===== config.mk =====
export PLATFORM = sky130hd
export DESIGN_NAME = irq_cascade_top
export DESIGN_NICKNAME = d
export VERILOG_FILES = /design/src/rtl/irq_cascade_pkg.sv /design/src/rtl/irq_prio_unit.sv /design/src/rtl/irq_route.sv /design/src/rtl/irq_cascade_top.sv
export SDC_FILE = /design/constraint.sdc
export NUM_CORES = 1
export LEC_CHECK = 0
export ABC_AREA = 1
export BUFFER_PORTS_ARGS = -buffer_cell sky130_fd_sc_hd__clkbuf_2
export CORE_MARGIN = 2
export CORE_UTILIZATION = 61
export DETAILED_ROUTE_END_ITERATION = 10
export GPL_TIMING_DRIVEN = 0
export PLACE_DENSITY_LB_ADDON = 0.1
export SYNTH_ARGS = -nofsm -noshare
export SYNTH_HDL_FRONTEND = slang
export SYNTH_HIERARCHICAL = 1
export SYNTH_SLANG_ARGS = --single-unit

===== constraint.sdc =====
create_clock -name clk -period 6.1 [get_ports clk]
set_input_delay 1.22 -clock clk [delete_from_list [all_inputs] [get_ports clk]]
set_output_delay 1.22 -clock clk [all_outputs]
set_load 0.005 [all_outputs]

===== src/rtl/irq_cascade_pkg.sv =====
package irq_cascade_pkg;
    localparam int IRQ_LINES    = 8;
    localparam int IDX_W        = $clog2(IRQ_LINES);
    localparam int VEC_W        = 8;
    localparam int BASE_W       = VEC_W - IDX_W;
    localparam int CASCADE_PORT = 2;
    localparam int MST_PIN_W    = 5;
    localparam int SLV_PIN_W    = 6;
    localparam int HI_SRC_W     = 2;

    typedef enum logic [1:0] {
        PH_IDLE = 2'd0,
        PH_GAP  = 2'd1,
        PH_VEC  = 2'd2
    } ack_phase_e;
endpackage


===== src/rtl/irq_prio_unit.sv =====
module irq_prio_unit
    import irq_cascade_pkg::*;
#(
    parameter int N  = IRQ_LINES,
    parameter int IW = $clog2(N)
) (
    input  logic          clk,
    input  logic          rst_n,
    input  logic [N-1:0]  req,
    input  logic [N-1:0]  mask,
    input  logic          edge_mode,
    input  logic          eoi,
    input  logic          ack,
    output logic          int_out,
    output logic [IW-1:0] next_code,
    output logic [N-1:0]  isr_o
);
    localparam logic [IW:0]   NONE = (IW+1)'(N);
    localparam logic [IW-1:0] SPUR = IW'(N-1);

    typedef struct packed {
        logic [N-1:0] irr;
        logic [N-1:0] isr;
        logic [N-1:0] prev;
    } unit_st_t;

    unit_st_t s_d, s_q;
    logic [IW:0] win_p;
    logic [IW:0] svc_p;

    function automatic logic [IW:0] first_set(input logic [N-1:0] v);
        logic [IW:0] r;
        r = NONE;
        for (int i = N - 1; i >= 0; i--) begin
            if (v[i]) r = (IW+1)'(i);
        end
        return r;
    endfunction

    always_comb begin
        win_p     = first_set(s_q.irr & ~mask);
        svc_p     = first_set(s_q.isr);
        int_out   = (win_p < svc_p);
        next_code = int_out ? win_p[IW-1:0] : SPUR;

        s_d      = s_q;
        s_d.prev = req;
        s_d.irr  = edge_mode ? (s_q.irr | (req & ~s_q.prev)) : req;
        if (eoi && (svc_p != NONE)) begin
            s_d.isr[svc_p[IW-1:0]] = 1'b0;
        end
        if (ack && int_out) begin
            s_d.isr[win_p[IW-1:0]] = 1'b1;
            s_d.irr[win_p[IW-1:0]] = 1'b0;
        end
    end

    always_ff @(posedge clk or negedge rst_n) begin
        if (!rst_n) s_q <= '0;
        else        s_q <= s_d;
    end

    assign isr_o = s_q.isr;
endmodule


===== src/rtl/irq_route.sv =====
module irq_route
    import irq_cascade_pkg::*;
(
    input  logic [MST_PIN_W-1:0] mst_pin,
    input  logic [HI_SRC_W-1:0]  pin_hi,
    input  logic [HI_SRC_W-1:0]  sio_irq,
    input  logic [SLV_PIN_W-1:0] slv_pin,
    input  logic                 ext_swap_pin,
    input  logic                 dma_irq,
    input  logic                 cfg_route_sio,
    input  logic                 cfg_swap_dma,
    input  logic                 slave_int,
    output logic [IRQ_LINES-1:0] mst_req,
    output logic [IRQ_LINES-1:0] slv_req
);
    logic [HI_SRC_W-1:0] hi_src;

    always_comb begin
        hi_src  = cfg_route_sio ? sio_irq : pin_hi;
        mst_req = {hi_src, mst_pin[4:2], slave_int, mst_pin[1:0]};
        slv_req = {slv_pin[5:4],
                   cfg_swap_dma ? ext_swap_pin : dma_irq,
                   cfg_swap_dma ? dma_irq : ext_swap_pin,
                   slv_pin[3:0]};
    end
endmodule


===== src/rtl/irq_cascade_top.sv =====
module irq_cascade_top
    import irq_cascade_pkg::*;
(
    input  logic                 clk,
    input  logic                 rst_n,
    input  logic [MST_PIN_W-1:0] mst_pin,
    input  logic [HI_SRC_W-1:0]  pin_hi,
    input  logic [HI_SRC_W-1:0]  sio_irq,
    input  logic [SLV_PIN_W-1:0] slv_pin,
    input  logic                 ext_swap_pin,
    input  logic                 dma_irq,
    input  logic                 cfg_route_sio,
    input  logic                 cfg_swap_dma,
    input  logic                 cfg_cas_on_addr,
    input  logic [IRQ_LINES-1:0] mst_mask,
    input  logic [IRQ_LINES-1:0] slv_mask,
    input  logic [BASE_W-1:0]    mst_base,
    input  logic [BASE_W-1:0]    slv_base,
    input  logic                 mst_edge,
    input  logic                 slv_edge,
    input  logic                 mst_eoi,
    input  logic                 slv_eoi,
    input  logic                 inta,
    output logic                 int_core,
    output logic [VEC_W-1:0]     vec,
    output logic                 vec_valid,
    output logic [IDX_W-1:0]     cas_code,
    input  logic [IDX_W-1:0]     addr_hi_in,
    output logic [IDX_W-1:0]     addr_hi_out
);
    localparam logic [IDX_W-1:0] SLAVE_CODE = IDX_W'(CASCADE_PORT);
    localparam logic [IDX_W-1:0] CAS_IDLE   = '1;

    typedef struct packed {
        ack_phase_e       phase;
        logic             to_slave;
        logic [IDX_W-1:0] code;
        logic [VEC_W-1:0] vec;
    } seq_st_t;

    seq_st_t s_d, s_q;

    logic [IRQ_LINES-1:0] mst_req, slv_req;
    logic                 slv_int, mst_int;
    logic [IDX_W-1:0]     mst_code, slv_code;
    logic [IRQ_LINES-1:0] mst_isr, slv_isr;
    logic                 mst_ack, slv_ack;

    irq_route u_route (
        .mst_pin       (mst_pin),
        .pin_hi        (pin_hi),
        .sio_irq       (sio_irq),
        .slv_pin       (slv_pin),
        .ext_swap_pin  (ext_swap_pin),
        .dma_irq       (dma_irq),
        .cfg_route_sio (cfg_route_sio),
        .cfg_swap_dma  (cfg_swap_dma),
        .slave_int     (slv_int),
        .mst_req       (mst_req),
        .slv_req       (slv_req)
    );

    irq_prio_unit #(.N(IRQ_LINES)) u_slv (
        .clk       (clk),
        .rst_n     (rst_n),
        .req       (slv_req),
        .mask      (slv_mask),
        .edge_mode (slv_edge),
        .eoi       (slv_eoi),
        .ack       (slv_ack),
        .int_out   (slv_int),
        .next_code (slv_code),
        .isr_o     (slv_isr)
    );

    irq_prio_unit #(.N(IRQ_LINES)) u_mst (
        .clk       (clk),
        .rst_n     (rst_n),
        .req       (mst_req),
        .mask      (mst_mask),
        .edge_mode (mst_edge),
        .eoi       (mst_eoi),
        .ack       (mst_ack),
        .int_out   (mst_int),
        .next_code (mst_code),
        .isr_o     (mst_isr)
    );

    always_comb begin
        mst_ack = inta && (s_q.phase == PH_IDLE);
        slv_ack = mst_ack && (mst_code == SLAVE_CODE);

        s_d = s_q;
        unique case (s_q.phase)
            PH_IDLE: begin
                if (inta) begin
                    s_d.phase    = PH_GAP;
                    s_d.to_slave = (mst_code == SLAVE_CODE);
                    s_d.code     = (mst_code == SLAVE_CODE) ? slv_code : mst_code;
                end
            end
            PH_GAP: begin
                if (inta) begin
                    s_d.phase = PH_VEC;
                    s_d.vec   = {s_q.to_slave ? slv_base : mst_base, s_q.code};
                end
            end
            default: s_d.phase = PH_IDLE;
        endcase
    end

    always_ff @(posedge clk or negedge rst_n) begin
        if (!rst_n) s_q <= '{phase: PH_IDLE, to_slave: 1'b0, code: '0, vec: '0};
        else        s_q <= s_d;
    end

    always_comb begin
        int_core    = mst_int;
        vec         = s_q.vec;
        vec_valid   = (s_q.phase == PH_VEC);
        cas_code    = (s_q.phase == PH_IDLE) ? CAS_IDLE
                    : (s_q.to_slave ? SLAVE_CODE : '0);
        addr_hi_out = cfg_cas_on_addr ? cas_code : addr_hi_in;
    end
endmodule


==> reports/qor.yml <==
fin_skew_ns: 0.00719
grt_pass1_vias: 3696
grt_start_max_net_pins: 63
min_period_over_period_pct: 75.7
hp-class: "reg -> reg"
tightest_slew_ns: 0.832
die_x_um: 85.3
reg2reg_slack_ns: 2.60
cp_data_arrival_time_ns: 3.40
cts_buffers: 9
final_nets: 695
crit_fanout: 8
n_antenna_cell: 0
yosys_warnings: 6
finalSetupViolCount: 0
placed_cells_incl_taps: 699
viasPerCell: 5.17
power_density_nw_per_um2: 612
slew_viol_final: 0
criticalPathCategory: "in -> out"
fmax_mhz: 217
endpoint_kind: "output port"
pin_count: 72
timing.final.ws_setup_ns: 1.48
grt_pass1_wl_mm: 15.9
hold_slack_ns: 0.465
drive_above_1_share_pct: 22.2
final_common_cell: "nand2_1"
hpwlAfterDp_mm: 6.99
tns_ns: 0
period_minus_slack_ns: 4.62
fin_cells: 713
vdd_ir_drop_max_mv: 0.423
antenna_found_initial: 0
io_buffers: 60
rr_worst_depth: 16
place.gp.congestion: 0.916
cts_tree: "built"
outcome: "completed"
drv_cap: 0
grt.total_usage_pct: 27.3
routedWlPerCell_um: 12.9
rows: 29
critPathLaunchType: "primary input"
reg2reg_from: "u_mst/isr_o[0]$_DFF_PN0_"
design.core.area_um2: 6390
cts.sinks: 62
post_cts_resize_count: 0
postRouteAntennaNets: 0
initialDrtViolationCount: 279
die-area_um2: 7280
dr.pass1.iters: 5
synth_area_um2: 4030
clockBufferDepth: 2
die_y_um: 85.3
leakage_nw: 2.72
worstPathRequired_ns: 4.88
ctsHoldBuffers: 0
insertion_delay_ns: 0.34
area_growth_pct: 15.4
total_power_mw: 2.85
start_util_pct: 63.2
htree_levels: 3
hold_path_depth: 2
place_ws_ns: 1.57
synth_nets: 624
postCtsSetupBuffers: 0
rsz0062_at_grt: "false"
path_clk_slew_ns: 0.07
layout_common_cells: "nand2_1, inv_1, dfrtp_1, clkbuf_2, nor2_1"
r2r-end: "u_slv/s_q[23]$_DFF_PN0_"
hold_viol_final: 0
postSynthCellCount: 562
grt_overflow_total: 0
syn_area_per_cell_um2: 7.18
cts_root_buf: "clkbuf_8"
vias: 3683
drc: 0
wirelength_mm: 9.22
slew_headroom_pct: 44.6
cp-endpoint: "int_core"
critPathLaunch: "mst_mask[1]"
state kept, by name, indices dropped and copies added (netlist names):
name / cells
u_slv/isr_o: 8
u_mst/s_q: 16
s_q: 6
u_slv/s_q: 16
vec: 8
u_mst/isr_o: 8
per-stage QoR:
stage,area [um^2],util (%)
floorplan,4030,-
global placement,4430,69.4
detailed placement,4430,69.4
CTS,4660,72.9
global route,4660,72.9
finish,4660,72.9
final cells by class:
type                       instances  area, um^2
buffer                            31         230
clock buffer                       9         124
clock inverter                     5         100
fill                             512        1730
inverter                          87         334
multi-input combinational        382        1920
sequential                        62        1550
tap                               77        96.3
timing repair buffer              60         303
routing by layer:
metal | GRT usage, % | vias to the layer above | wire [um]
li1 | - | 1877 | -
met1 | 33.9 | 1660 | 3980
met2 | 47.2 | 120 | 4530
met3 | 5.16 | 26 | 479
met4 | 10.1 | 0 | 228
met5 | 0 | - | 0
report_power, final:
group          leakage (nW)  switching [mW]  internal (mW)  total (mW)
registers             0.763          0.0940          0.553       0.647
logic                  1.84            1.12          0.661        1.78
clock network         0.115           0.158          0.265       0.423
critical path: stages:
cell      delay (ns)
clkbuf_2        0.09
or2_1           0.24
nand2_1         0.11
inv_2           0.05
nand2_1         0.14
nor2_1          0.07
ha_1            0.30
a21oi_1         0.62
a21boi_2        0.39
clkbuf_2        0.16
how the worst min path moves through the flow:
stage	from	to
floorplan	s_q[8]$_DFFE_PN0P_	vec[0]$_DFFE_PN0P_
global placement	s_q[8]$_DFFE_PN0P_	vec[0]$_DFFE_PN0P_
detailed placement	s_q[9]$_DFFE_PN0P_	vec[1]$_DFFE_PN0P_
CTS	s_q[9]$_DFFE_PN0P_	vec[1]$_DFFE_PN0P_
global route	s_q[9]$_DFFE_PN0P_	vec[1]$_DFFE_PN0P_
finish	s_q[9]$_DFFE_PN0P_	vec[1]$_DFFE_PN0P_
Power figures use the tool's default switching activity.
